$ cat src/rtl/apx_pkg.sv
package apx_pkg;

    typedef enum logic [1:0] {
        ST_IDLE,
        ST_BUS,
        ST_DONE,
        ST_FAULT
    } apx_state_e;

    typedef enum logic [1:0] {
        OP_INVAL_ALL = 2'd0,
        OP_FUNC      = 2'd1,
        OP_PORT      = 2'd2,
        OP_UNPORT    = 2'd3
    } apx_op_e;

    localparam logic [31:0] INVALID_BASE = 32'hFFFF_FFFF;
    localparam logic [31:0] FAULT_DATA   = 32'hDEAD_BEEF;

    // impersonation word layout
    localparam int FID_LSB    = 0;
    localparam int B_CONCRETE = 16;
    localparam int B_PFUNC    = 17;
    localparam int B_PPORT    = 18;
    localparam int B_USEPORT  = 19;
    localparam int PORT_LSB   = 20;
    localparam int PORT_W     = 8;

    // command word layout
    localparam int CMD_WIN_LSB  = 2;
    localparam int CMD_WIN_W    = 6;
    localparam int CMD_PORT_LSB = 8;
    localparam int CMD_FID_LSB  = 16;

    function automatic logic [31:0] imp_func(input logic [15:0] fid);
        logic [31:0] w;
        w = '0;
        w[FID_LSB +: 16] = fid;
        w[B_CONCRETE]    = 1'b1;
        w[B_PFUNC]       = 1'b1;
        w[B_PPORT]       = 1'b1;
        return w;
    endfunction

    function automatic logic [31:0] imp_port(input logic [15:0] fid,
                                             input logic [PORT_W-1:0] port);
        logic [31:0] w;
        w = '0;
        w[FID_LSB +: 16]      = fid;
        w[B_PPORT]            = 1'b1;
        w[B_USEPORT]          = 1'b1;
        w[PORT_LSB +: PORT_W] = port;
        return w;
    endfunction

    function automatic logic [31:0] imp_unport(input logic [15:0] fid);
        logic [31:0] w;
        w = '0;
        w[FID_LSB +: 16] = fid;
        w[B_PPORT]       = 1'b1;
        return w;
    endfunction

endpackage

$ cat src/rtl/apx_window_table.sv
module apx_window_table
    import apx_pkg::*;
#(
    parameter int NUM_WIN = 8,
    parameter int RSVD    = 2,
    parameter int ADM_AW  = 5
) (
    input  logic                  clk,
    input  logic                  rst_n,
    input  logic                  adm_we,
    input  logic [ADM_AW-1:0]     adm_addr,
    input  logic [31:0]           adm_wdata,
    output logic [31:0]           adm_rdata,
    output logic [NUM_WIN*32-1:0] base_flat,
    output logic [NUM_WIN*32-1:0] imp_flat,
    output logic [NUM_WIN-1:0]    win_valid
);
    localparam int WIN_W   = $clog2(NUM_WIN);
    localparam int CMD_IDX = 2 * NUM_WIN;

    logic                 hit_cmd;
    logic                 hit_win;
    logic                 hit_imp;
    logic [WIN_W-1:0]     win_sel;
    apx_op_e              cmd_op;
    logic [CMD_WIN_W-1:0] cmd_win;
    logic [PORT_W-1:0]    cmd_port;
    logic [15:0]          cmd_fid;

    always_comb begin
        hit_cmd  = (adm_addr == ADM_AW'(CMD_IDX));
        hit_win  = ({1'b0, adm_addr} < (ADM_AW+1)'(CMD_IDX));
        hit_imp  = adm_addr[0];
        win_sel  = adm_addr[WIN_W:1];
        cmd_op   = apx_op_e'(adm_wdata[1:0]);
        cmd_win  = adm_wdata[CMD_WIN_LSB +: CMD_WIN_W];
        cmd_port = adm_wdata[CMD_PORT_LSB +: PORT_W];
        cmd_fid  = adm_wdata[CMD_FID_LSB +: 16];
    end

    for (genvar i = 0; i < NUM_WIN; i++) begin : g_win
        localparam bit LOCKED = (i < RSVD);
        logic [31:0] base_q;
        logic [31:0] imp_q;
        logic        base_wr;
        logic        imp_wr;
        logic        cmd_hit;

        always_comb begin
            base_wr = adm_we && hit_win && !hit_imp && (win_sel == WIN_W'(i));
            imp_wr  = adm_we && hit_win &&  hit_imp && (win_sel == WIN_W'(i));
            cmd_hit = adm_we && hit_cmd && (cmd_win == CMD_WIN_W'(i)) && !LOCKED;
        end

        always_ff @(posedge clk or negedge rst_n) begin
            if (!rst_n) begin
                base_q <= INVALID_BASE;
            end else if (base_wr) begin
                base_q <= adm_wdata;
            end else if (adm_we && hit_cmd && cmd_op == OP_INVAL_ALL) begin
                base_q <= INVALID_BASE;
            end
        end

        always_ff @(posedge clk or negedge rst_n) begin
            if (!rst_n) begin
                imp_q <= '0;
            end else if (imp_wr) begin
                imp_q <= adm_wdata;
            end else if (cmd_hit) begin
                unique case (cmd_op)
                    OP_FUNC:   imp_q <= imp_func(cmd_fid);
                    OP_PORT:   imp_q <= imp_port(imp_q[15:0], cmd_port);
                    OP_UNPORT: imp_q <= imp_unport(imp_q[15:0]);
                    default:   imp_q <= imp_q;
                endcase
            end
        end

        assign base_flat[i*32 +: 32] = base_q;
        assign imp_flat[i*32 +: 32]  = imp_q;
        assign win_valid[i]          = (base_q != INVALID_BASE);
    end

    always_comb begin
        adm_rdata = '0;
        if (hit_win) begin
            if (hit_imp) adm_rdata = imp_flat[32*win_sel +: 32];
            else         adm_rdata = base_flat[32*win_sel +: 32];
        end
    end


    inval_all_chk: assert property (@(posedge clk) disable iff (!rst_n)
        (adm_we && hit_cmd && adm_wdata[1:0] == 2'b00) |=> (win_valid == '0));


    rsvd_imp_chk: assert property (@(posedge clk) disable iff (!rst_n)
        (adm_we && hit_cmd) |=> $stable(imp_flat[RSVD*32-1:0]));


    base_valid_chk: assert property (@(posedge clk) disable iff (!rst_n)
        (adm_we && hit_win && !hit_imp && adm_wdata != INVALID_BASE)
        |=> win_valid[$past(win_sel)]);

endmodule

$ cat src/rtl/apx_decode.sv
module apx_decode #(
    parameter int NUM_WIN = 8,
    parameter int OFF_W   = 12,
    parameter int APER_W  = 15
) (
    input  logic [APER_W-1:0]     host_addr,
    input  logic [NUM_WIN*32-1:0] base_flat,
    input  logic [NUM_WIN*32-1:0] imp_flat,
    output logic [31:0]           xl_addr,
    output logic                  xl_ok,
    output logic [31:0]           xl_imp
);
    localparam int WIN_W = APER_W - OFF_W;

    logic [WIN_W-1:0] win_idx;
    logic [OFF_W-1:0] win_off;
    logic [31:0]      base_sel;

    always_comb begin
        win_idx  = host_addr[APER_W-1:OFF_W];
        win_off  = host_addr[OFF_W-1:0];
        base_sel = base_flat[32*win_idx +: 32];
        xl_imp   = imp_flat[32*win_idx +: 32];
        xl_ok    = (base_sel != 32'hFFFF_FFFF);
        xl_addr  = {base_sel[29:0], 2'b00} + 32'(win_off);
    end

endmodule

$ cat src/rtl/apx_access_fsm.sv
module apx_access_fsm
    import apx_pkg::*;
(
    input  logic        clk,
    input  logic        rst_n,
    input  logic        host_req,
    input  logic        host_we,
    input  logic [31:0] host_wdata,
    input  logic [31:0] xl_addr,
    input  logic        xl_ok,
    input  logic [31:0] xl_imp,
    input  logic        int_ack,
    input  logic [31:0] int_rdata,
    output logic        host_ready,
    output logic        host_done,
    output logic        host_err,
    output logic [31:0] host_rdata,
    output logic        int_req,
    output logic        int_we,
    output logic [31:0] int_addr,
    output logic [31:0] int_wdata,
    output logic [31:0] int_imp
);
    apx_state_e  st_q, st_d;
    logic [31:0] addr_q, wdata_q, imp_q, rdata_q;
    logic        we_q;

    always_comb begin
        st_d = st_q;
        unique case (st_q)
            ST_IDLE:  if (host_req) st_d = xl_ok ? ST_BUS : ST_FAULT;
            ST_BUS:   if (int_ack)  st_d = ST_DONE;
            ST_DONE:  st_d = ST_IDLE;
            ST_FAULT: st_d = ST_IDLE;
            default:  st_d = ST_IDLE;
        endcase
    end

    always_ff @(posedge clk or negedge rst_n) begin
        if (!rst_n) st_q <= ST_IDLE;
        else        st_q <= st_d;
    end

    always_ff @(posedge clk or negedge rst_n) begin
        if (!rst_n) begin
            addr_q  <= '0;
            wdata_q <= '0;
            imp_q   <= '0;
            rdata_q <= '0;
            we_q    <= 1'b0;
        end else begin
            if (st_q == ST_IDLE && host_req && xl_ok) begin
                addr_q  <= xl_addr;
                wdata_q <= host_wdata;
                imp_q   <= xl_imp;
                we_q    <= host_we;
            end
            if (st_q == ST_BUS && int_ack) rdata_q <= int_rdata;
        end
    end

    always_comb begin
        host_ready = (st_q == ST_IDLE);
        host_done  = (st_q == ST_DONE) || (st_q == ST_FAULT);
        host_err   = (st_q == ST_FAULT);
        host_rdata = '0;
        if (st_q == ST_FAULT)     host_rdata = FAULT_DATA;
        else if (st_q == ST_DONE) host_rdata = rdata_q;
        int_req    = (st_q == ST_BUS);
        int_we     = int_req && we_q;
        int_addr   = addr_q;
        int_wdata  = wdata_q;
        int_imp    = imp_q;
    end


    fault_resp_chk: assert property (@(posedge clk) disable iff (!rst_n)
        (host_req && host_ready && !xl_ok)
        |=> (host_done && host_err && host_rdata == FAULT_DATA && !int_req));


    fwd_addr_chk: assert property (@(posedge clk) disable iff (!rst_n)
        (host_req && host_ready && xl_ok) |=> (int_req && int_addr == $past(xl_addr)));


    addr_hold_chk: assert property (@(posedge clk) disable iff (!rst_n)
        (int_req && $past(int_req)) |-> $stable(int_addr));


    done_pulse_chk: assert property (@(posedge clk) disable iff (!rst_n)
        host_done |=> !host_done);

endmodule

$ cat src/rtl/apx_top.sv
module apx_top #(
    parameter int NUM_WIN = 8,
    parameter int OFF_W   = 12,
    parameter int RSVD    = 2,
    parameter int ADM_AW  = 5,
    parameter int APER_W  = OFF_W + $clog2(NUM_WIN)
) (
    input  logic                  clk,
    input  logic                  rst_n,
    input  logic                  adm_we,
    input  logic [ADM_AW-1:0]     adm_addr,
    input  logic [31:0]           adm_wdata,
    output logic [31:0]           adm_rdata,
    input  logic                  host_req,
    input  logic                  host_we,
    input  logic [APER_W-1:0]     host_addr,
    input  logic [31:0]           host_wdata,
    output logic                  host_ready,
    output logic                  host_done,
    output logic                  host_err,
    output logic [31:0]           host_rdata,
    output logic                  int_req,
    output logic                  int_we,
    output logic [31:0]           int_addr,
    output logic [31:0]           int_wdata,
    output logic [31:0]           int_imp,
    input  logic                  int_ack,
    input  logic [31:0]           int_rdata,
    output logic [NUM_WIN-1:0]    win_valid,
    output logic [NUM_WIN*32-1:0] imp_all
);
    logic [NUM_WIN*32-1:0] base_flat;
    logic [31:0]           xl_addr;
    logic [31:0]           xl_imp;
    logic                  xl_ok;

    apx_window_table #(
        .NUM_WIN (NUM_WIN),
        .RSVD    (RSVD),
        .ADM_AW  (ADM_AW)
    ) u_table (
        .clk       (clk),
        .rst_n     (rst_n),
        .adm_we    (adm_we),
        .adm_addr  (adm_addr),
        .adm_wdata (adm_wdata),
        .adm_rdata (adm_rdata),
        .base_flat (base_flat),
        .imp_flat  (imp_all),
        .win_valid (win_valid)
    );

    apx_decode #(
        .NUM_WIN (NUM_WIN),
        .OFF_W   (OFF_W),
        .APER_W  (APER_W)
    ) u_decode (
        .host_addr (host_addr),
        .base_flat (base_flat),
        .imp_flat  (imp_all),
        .xl_addr   (xl_addr),
        .xl_ok     (xl_ok),
        .xl_imp    (xl_imp)
    );

    apx_access_fsm u_fsm (
        .clk        (clk),
        .rst_n      (rst_n),
        .host_req   (host_req),
        .host_we    (host_we),
        .host_wdata (host_wdata),
        .xl_addr    (xl_addr),
        .xl_ok      (xl_ok),
        .xl_imp     (xl_imp),
        .int_ack    (int_ack),
        .int_rdata  (int_rdata),
        .host_ready (host_ready),
        .host_done  (host_done),
        .host_err   (host_err),
        .host_rdata (host_rdata),
        .int_req    (int_req),
        .int_we     (int_we),
        .int_addr   (int_addr),
        .int_wdata  (int_wdata),
        .int_imp    (int_imp)
    );

endmodule

$ cat config.mk
export PLATFORM = sky130hd
export DESIGN_NAME = apx_top
export DESIGN_NICKNAME = d
export VERILOG_FILES = /design/src/rtl/apx_pkg.sv /design/src/rtl/apx_window_table.sv /design/src/rtl/apx_decode.sv /design/src/rtl/apx_access_fsm.sv /design/src/rtl/apx_top.sv
export SDC_FILE = /design/constraint.sdc
export NUM_CORES = 1
export LEC_CHECK = 0
export BUFFER_PORTS_ARGS = -buffer_cell sky130_fd_sc_hd__buf_2
export CAP_MARGIN = 10
export CORE_ASPECT_RATIO = 1.4
export CORE_MARGIN = 2
export CORE_UTILIZATION = 40
export DETAILED_ROUTE_END_ITERATION = 8
export PLACE_DENSITY = 0.59
export SLEW_MARGIN = 40
export SYNTH_ARGS = -nofsm -noshare
export SYNTH_HDL_FRONTEND = slang
export SYNTH_SLANG_ARGS = --single-unit
$ cat constraint.sdc
create_clock -name clk -period 3.75 [get_ports clk]
set_clock_uncertainty 0.2 [all_clocks]
set_input_delay 0.1875 -clock clk [delete_from_list [all_inputs] [get_ports clk]]
set_output_delay 0.1875 -clock clk [all_outputs]
set_load 0.05 [all_outputs]
### Word level (Yosys, flattened, before mapping)

Index checks and enable logic that the tools add are counted.

* bits in registers: 643
* output and inout bits: 429
* word-level logic and storage cells: 183
* input port bits: 122

* equality and inequality tests: 43
* magnitude comparators: 1
* reduce and logical (&&, ||, !) cells: 76
* multiplexer cells: 30
* shift-type cells: 4
* add/subtract/negate cells: 1

Operator list (number)
* $shiftx A256 B9 Y32: 4
* $mux W32: 25
* $ne A32 B32 Y1 const B: 9
* $pmux W32 S3: 1
* $reduce_bool A2 Y1: 20
* $add A32 B12 Y32: 1
* $logic_and A1 B1 Y1: 31
* $ne A2 B1 Y1 const B: 13
* $eq A6 B3 Y1 const B: 4
* $reduce_and A4 Y1: 6
* $reduce_bool A4 Y1: 6
* $reduce_and A2 Y1: 7
* $eq A3 B3 Y1 const B: 4
* $eq A6 B2 Y1 const B: 2
* $eq A2 B2 Y1 const B: 4
* $eq A3 B2 Y1 const B: 2
* $mux W2: 3
* $pmux W2 S3: 1
* $eq A5 B5 Y1 const B: 1
* $lt A5 B5 Y1 const B: 1
* $eq A2 B1 Y1 const B: 2
* $logic_not A2 Y1: 2
* $eq A3 B1 Y1 const B: 1
* $logic_not A3 Y1: 1
* other kinds (4): 4

### Logic depth before layout (Yosys ltp)

* depth in word-level cells: 6
* mapped depth: 16
* gate-level depth less buffers: 12

### Cells and area by module

From an unflattened synthesis, not the netlist that was laid out.

* cells, all modules: 2843
* area, all modules: 36563.8 µm²

Modules (own cells, without submodules)
* apx_window_table: times used 1, cells an instance 2137, sequential area each 13132.6 µm², area each 26222.6 µm²
* apx_access_fsm: times used 1, cells an instance 325, sequential area each 3278.1 µm², area each 5278.8 µm²
* apx_decode: times used 1, cells an instance 381, sequential area each 0.0 µm², area each 5062.4 µm²

### Worst setup path after synthesis

Ideal clock, no wire load.

* path kind: input port to flip-flop
* from: input port host_addr[13]
* to: register u_fsm.addr_q[24] (netlist: u_fsm.int_addr[24])
* setup slack: 0.246 ns
* stages: 16
* library setup time: 0.083 ns
* buffers on the path: 4
* arrival time: 3.222 ns
* data required time: 3.467 ns
* cells stage by stage: buf_6 buf_12 buf_6 buf_4 mux4_2 nand2_1 nand2_1 ha_1 fa_1 a21oi_1 o22ai_1 o2111a_1 o21ai_1 a2111oi_0 xor2_1 o21ai_0

* cells in the longest elaborated chain, start to end: 3
* elaborated cells between the ends (all ways): 4
* those cells by class: add/sub (1); eq/ne (1); shift (1); reduce/logical (1)

Ends and longest elaborated chain
* from (decl): RTL line apx_top.sv:16 `input logic [APER_W-1:0] host_addr,`
* $shiftx A256 B9 Y32 (*): RTL line apx_decode.sv:22 `base_sel = base_flat[32*win_idx +: 32];`
* branches (longest 2 deep; another with $add A32 B12 Y32)
* to (signal assigned): RTL line apx_access_fsm.sv:53 `addr_q <= xl_addr;`
* to (decl): RTL line apx_access_fsm.sv:25 `logic [31:0] addr_q, wdata_q, imp_q, rdata_q;`

Mark *: on every way between the ends.
A chain may end at the register's enable or synchronous reset.

### Worst setup path after layout

* from: input port host_addr[13]
* to: register u_fsm.addr_q[31] (netlist: u_fsm.int_addr[31])

Same word-level chain as after synthesis.

==> metrics.yaml <==
placement:
  dp_hpwl_mm: 102
  io_buffers: 550
  dpl-instance-area_um2: 39700
  routabilityCongestion: 0.946
worst_setup_path:
  crit_path_frequent_cell: "buf_4"
  worstPathMaxFanout: 27
  end_kind: "register"
  worst-setup-path-type: "in2reg"
  crit_path_max_incr_delay_ps: 600
  critPathLaunchType: "primary input"
  slowest_stage: "dlygate4sd3_1"
  required_ps: 4080
  crit_chain: "dlygate4sd3_1, buf_6, mux4_2, mux2_2, ha_1, o211ai_1, a221oi_1, buf_4, o2111ai_1, buf_4, nor3_1, xnor2_1, o21ai_2"
  critPathTopFamily: "buffers and inverters"
  worst-path-buf-inv: 4
  worstPathArrival_ps: 3900
synthesis:
  syn_area_um2: 35600
  ys_dominant_reg_cell: "dfrtp_1"
  synth-seq-area-share: 0.461
  synth_edf_count: 0
  ys_warn_count: 0
  synth_fp_nets: 3513
  syn_inst: 3376
  synth.top_cells.by_area: "dfrtp_1 (27%), dfstp_2 (19%), mux4_2 (18%), nor2_1 (5.3%), o21ai_0 (4.8%)"
  synth_top_area_cell: "dfrtp_1"
  yosysTopAreaCellShare: 0.272
  syn_area_per_cell_um2: 10.5
  synth-seq-cells: 643
  async_flop_share: 1.00
  synth_cell_types: 58
cts:
  cts_buffers: 70
  clockRootBuffer: "clkbuf_16"
  cts_sinks: 643
  post_cts_buffers: 0
  cts_tree: "built"
  clk_latency_ps: 650
  clkTransAtPathRegs_ps: 70
  h-tree-depth: 3
  cts_buffer_depth: 3
sta:
  rsz0062_at_grt: "no"
  hold_ws_ps: 18.0
  maxSlewViolCount: 0
  finalHoldViolations: 0
  relSlewSlack: 0.422
  fin_tns_setup_ps: 0
  fin_crit_sh: 0.951
  tightest_slew_ps: 866
  finalCriticalPeriod_ps: 3570
  setup_viol: 0
  clock.fmax_ghz: 0.280
power:
  p_sw_frac: 0.422
  p_sw_uw: 13000
  pwr_density_cell_nw_per_um2: 708
  power.internal_uw: 17800
  leakagePower_uw: 0.0182
  vdd_ir_drop_max_uv: 408
  pwr-share-clk: 0.251
  p_comb_frac: 0.373
  seqPwrFrac: 0.376
layout:
  n_fill_cell: 7965
  final_nets: 4053
  design_area_um2: 43400
  area_growth_pct: 22.1
  drive_above_1_share: 0.374
route:
  drt_pre_antenna_iters: 6
  routed.top_layer: "met5"
  routed_wl_mm: 143
  drc: 0
  met1_length_mm: 53.6
  post_drt_via_cell_ratio: 6.00
  final_antenna_net_count: 0
  avgRoutedWirePerCell_um: 27.8
  wl_met2_mm: 67.5
  vias: 30900
  drt_iter0_markers: 3635
  wl_met3_mm: 13.9
hold_path:
  min_path_type: "in2reg"
outcome:
  status: "finished clean"
grt:
  antenna_found_initial: 7
  grt_pass1_vias: 30000
  grt_pass1_wl_mm: 211
  groute.usage.overall: 0.311
  grt_max_degree: 108
  grt-ovfl-total: 0
floorplan:
  coreArea_um2: 88300
  die_y_um: 357
  die-area_um2: 91300
  ioPinCount: 551
  rows: 129
  die_w_um: 256
  start_util: 0.403
job:
  maxCapViolCount: 0
-- synthesized netlist by cell type (3+ instances only) --
cell         n
nor2_1     504
dfrtp_1    387
nand2_1    382
o21ai_0    344
a21oi_1    319
mux4_2     285
dfstp_2    256
clkbuf_1   234
mux2_2     120
nand4_1     70
mux2i_1     54
nor3_1      46
nor2b_1     41
nand3_1     36
o21a_1      27
buf_1       25
nor4_1      22
clkbuf_2    20
a211oi_1    18
buf_6       17
xor2_1      17
inv_1       16
and2_1      14
ha_1        14
o21ai_1     13
buf_2       12
xnor2_1     12
a221o_1      7
o21ai_2      7
a31oi_1      5
mux2_1       5
and3_1       4
buf_4        3
o2111ai_1    3
o221a_2      3
o22ai_1      3
-- what timing repair did --
item / CTS / global route
hold buffers: 116 / 0
setup endpoints to repair: 0 / 1
hold endpoints to repair: 872 / 0
resized for setup: 0 / 1
-- path summary, 6_finish.rpt --
path / startpoint / to / slack (ps) / depth (start not counted)
min in group asynchronous: rst_n / u_table.g_win[3].base_q[3] / 280 / 2
min: host_addr[11] / u_fsm.int_addr[11] / 20 / 5
max: host_addr[13] / u_fsm.int_addr[31] / 180 / 13
max in group asynchronous: rst_n / u_fsm.int_addr[7] / 2100 / 3
max reg2reg: u_table.g_win[7].base_q[4] / u_fsm.int_addr[31] / 330 / 13
min reg2reg: u_fsm.int_imp[30] / u_fsm.int_imp[30] / 270 / 2
-- worst reg2reg max path, stage by stage (launching register included) --
cell and delay, ps:
dfstp_2 380, mux4_2 490, nand2_1 90, nand2_1 70, ha_1 400, nand3_1 130, o2111a_1 290, a221oi_1 280
buf_4 210, o2111ai_1 110, buf_4 190, nor3_1 240, xnor2_1 180, o21ai_2 60
-- registers in the layout, indices dropped and copies added (netlist names) --
register / cells
u_fsm.int_addr: 32
u_fsm.int_imp: 32
u_fsm.int_wdata: 32
u_fsm.rdata_q: 32
u_fsm.st_q: 2
u_fsm.we_q: 1
u_table.g_win.base_q: 256
u_table.g_win.imp_q: 256
-- per-stage QoR --
step	utilization	worst slack [ps]	cells	total power (uW)
floorplan	-	246	3376	19000
global placement	0.450	168	4907	22800
detailed placement	0.450	112	4907	22900
CTS	0.492	225	5153	30800
global route	0.492	49.3	5153	31900
finish	0.492	184	5155	30800
-- final cells by class --
cell class                 instances  area [um2]  area share
antenna                            2        5.00    0.000115
sequential                       643       16400       0.378
inverter                          20        75.1     0.00173
multi-input combinational       2399       17800       0.409
tap                             1179        1480      0.0340
clock inverter                    27         382     0.00879
clock buffer                     103        2160      0.0498
timing repair buffer             782        5140       0.118
-- power groups by stage --
stage | Sequential [uW] | Clock (uW) | Combinational (uW)
after floorplan | 14300 | 0 | 4710
after global placement | 11600 | 0 | 11200
after detailed placement | 11600 | 0 | 11300
after CTS | 11500 | 7820 | 11400
after global routing | 11800 | 8080 | 12100
final | 11600 | 7730 | 11500
-- metal layers --
metal	vias to the layer above	track usage
li1	13200	-
met1	15500	0.396
met2	1878	0.502
met3	353	0.0649
met4	8	0.164
met5	-	0
-- cell families (layout without fill, tap and decap cells) --
logic type | after synthesis | after routing | synth area share
other | 0 | 2 | 0
adders and majority gates | 15 | 15 | 0.00549
xor gates and xnor gates | 29 | 29 | 0.00714
AOI/OAI and AO/OA | 759 | 759 | 0.115
DFF | 643 | 643 | 0.461
buffers and inverters | 334 | 932 | 0.0415
muxes | 464 | 464 | 0.235
and+or+nand+nor | 1132 | 1132 | 0.134
-- layout by cell type (no fill, tap or decap), drive strengths merged, types with 70 or more instances in the layout --
master / n
mux4: 285
dfstp: 256
nor2: 504
clkbuf: 103
a21oi: 319
buf: 666
dlygate4sd3: 116
nand4: 70
mux2: 125
o21ai: 364
dfrtp: 387
nand2: 383
(Power assumes the default switching activity.)
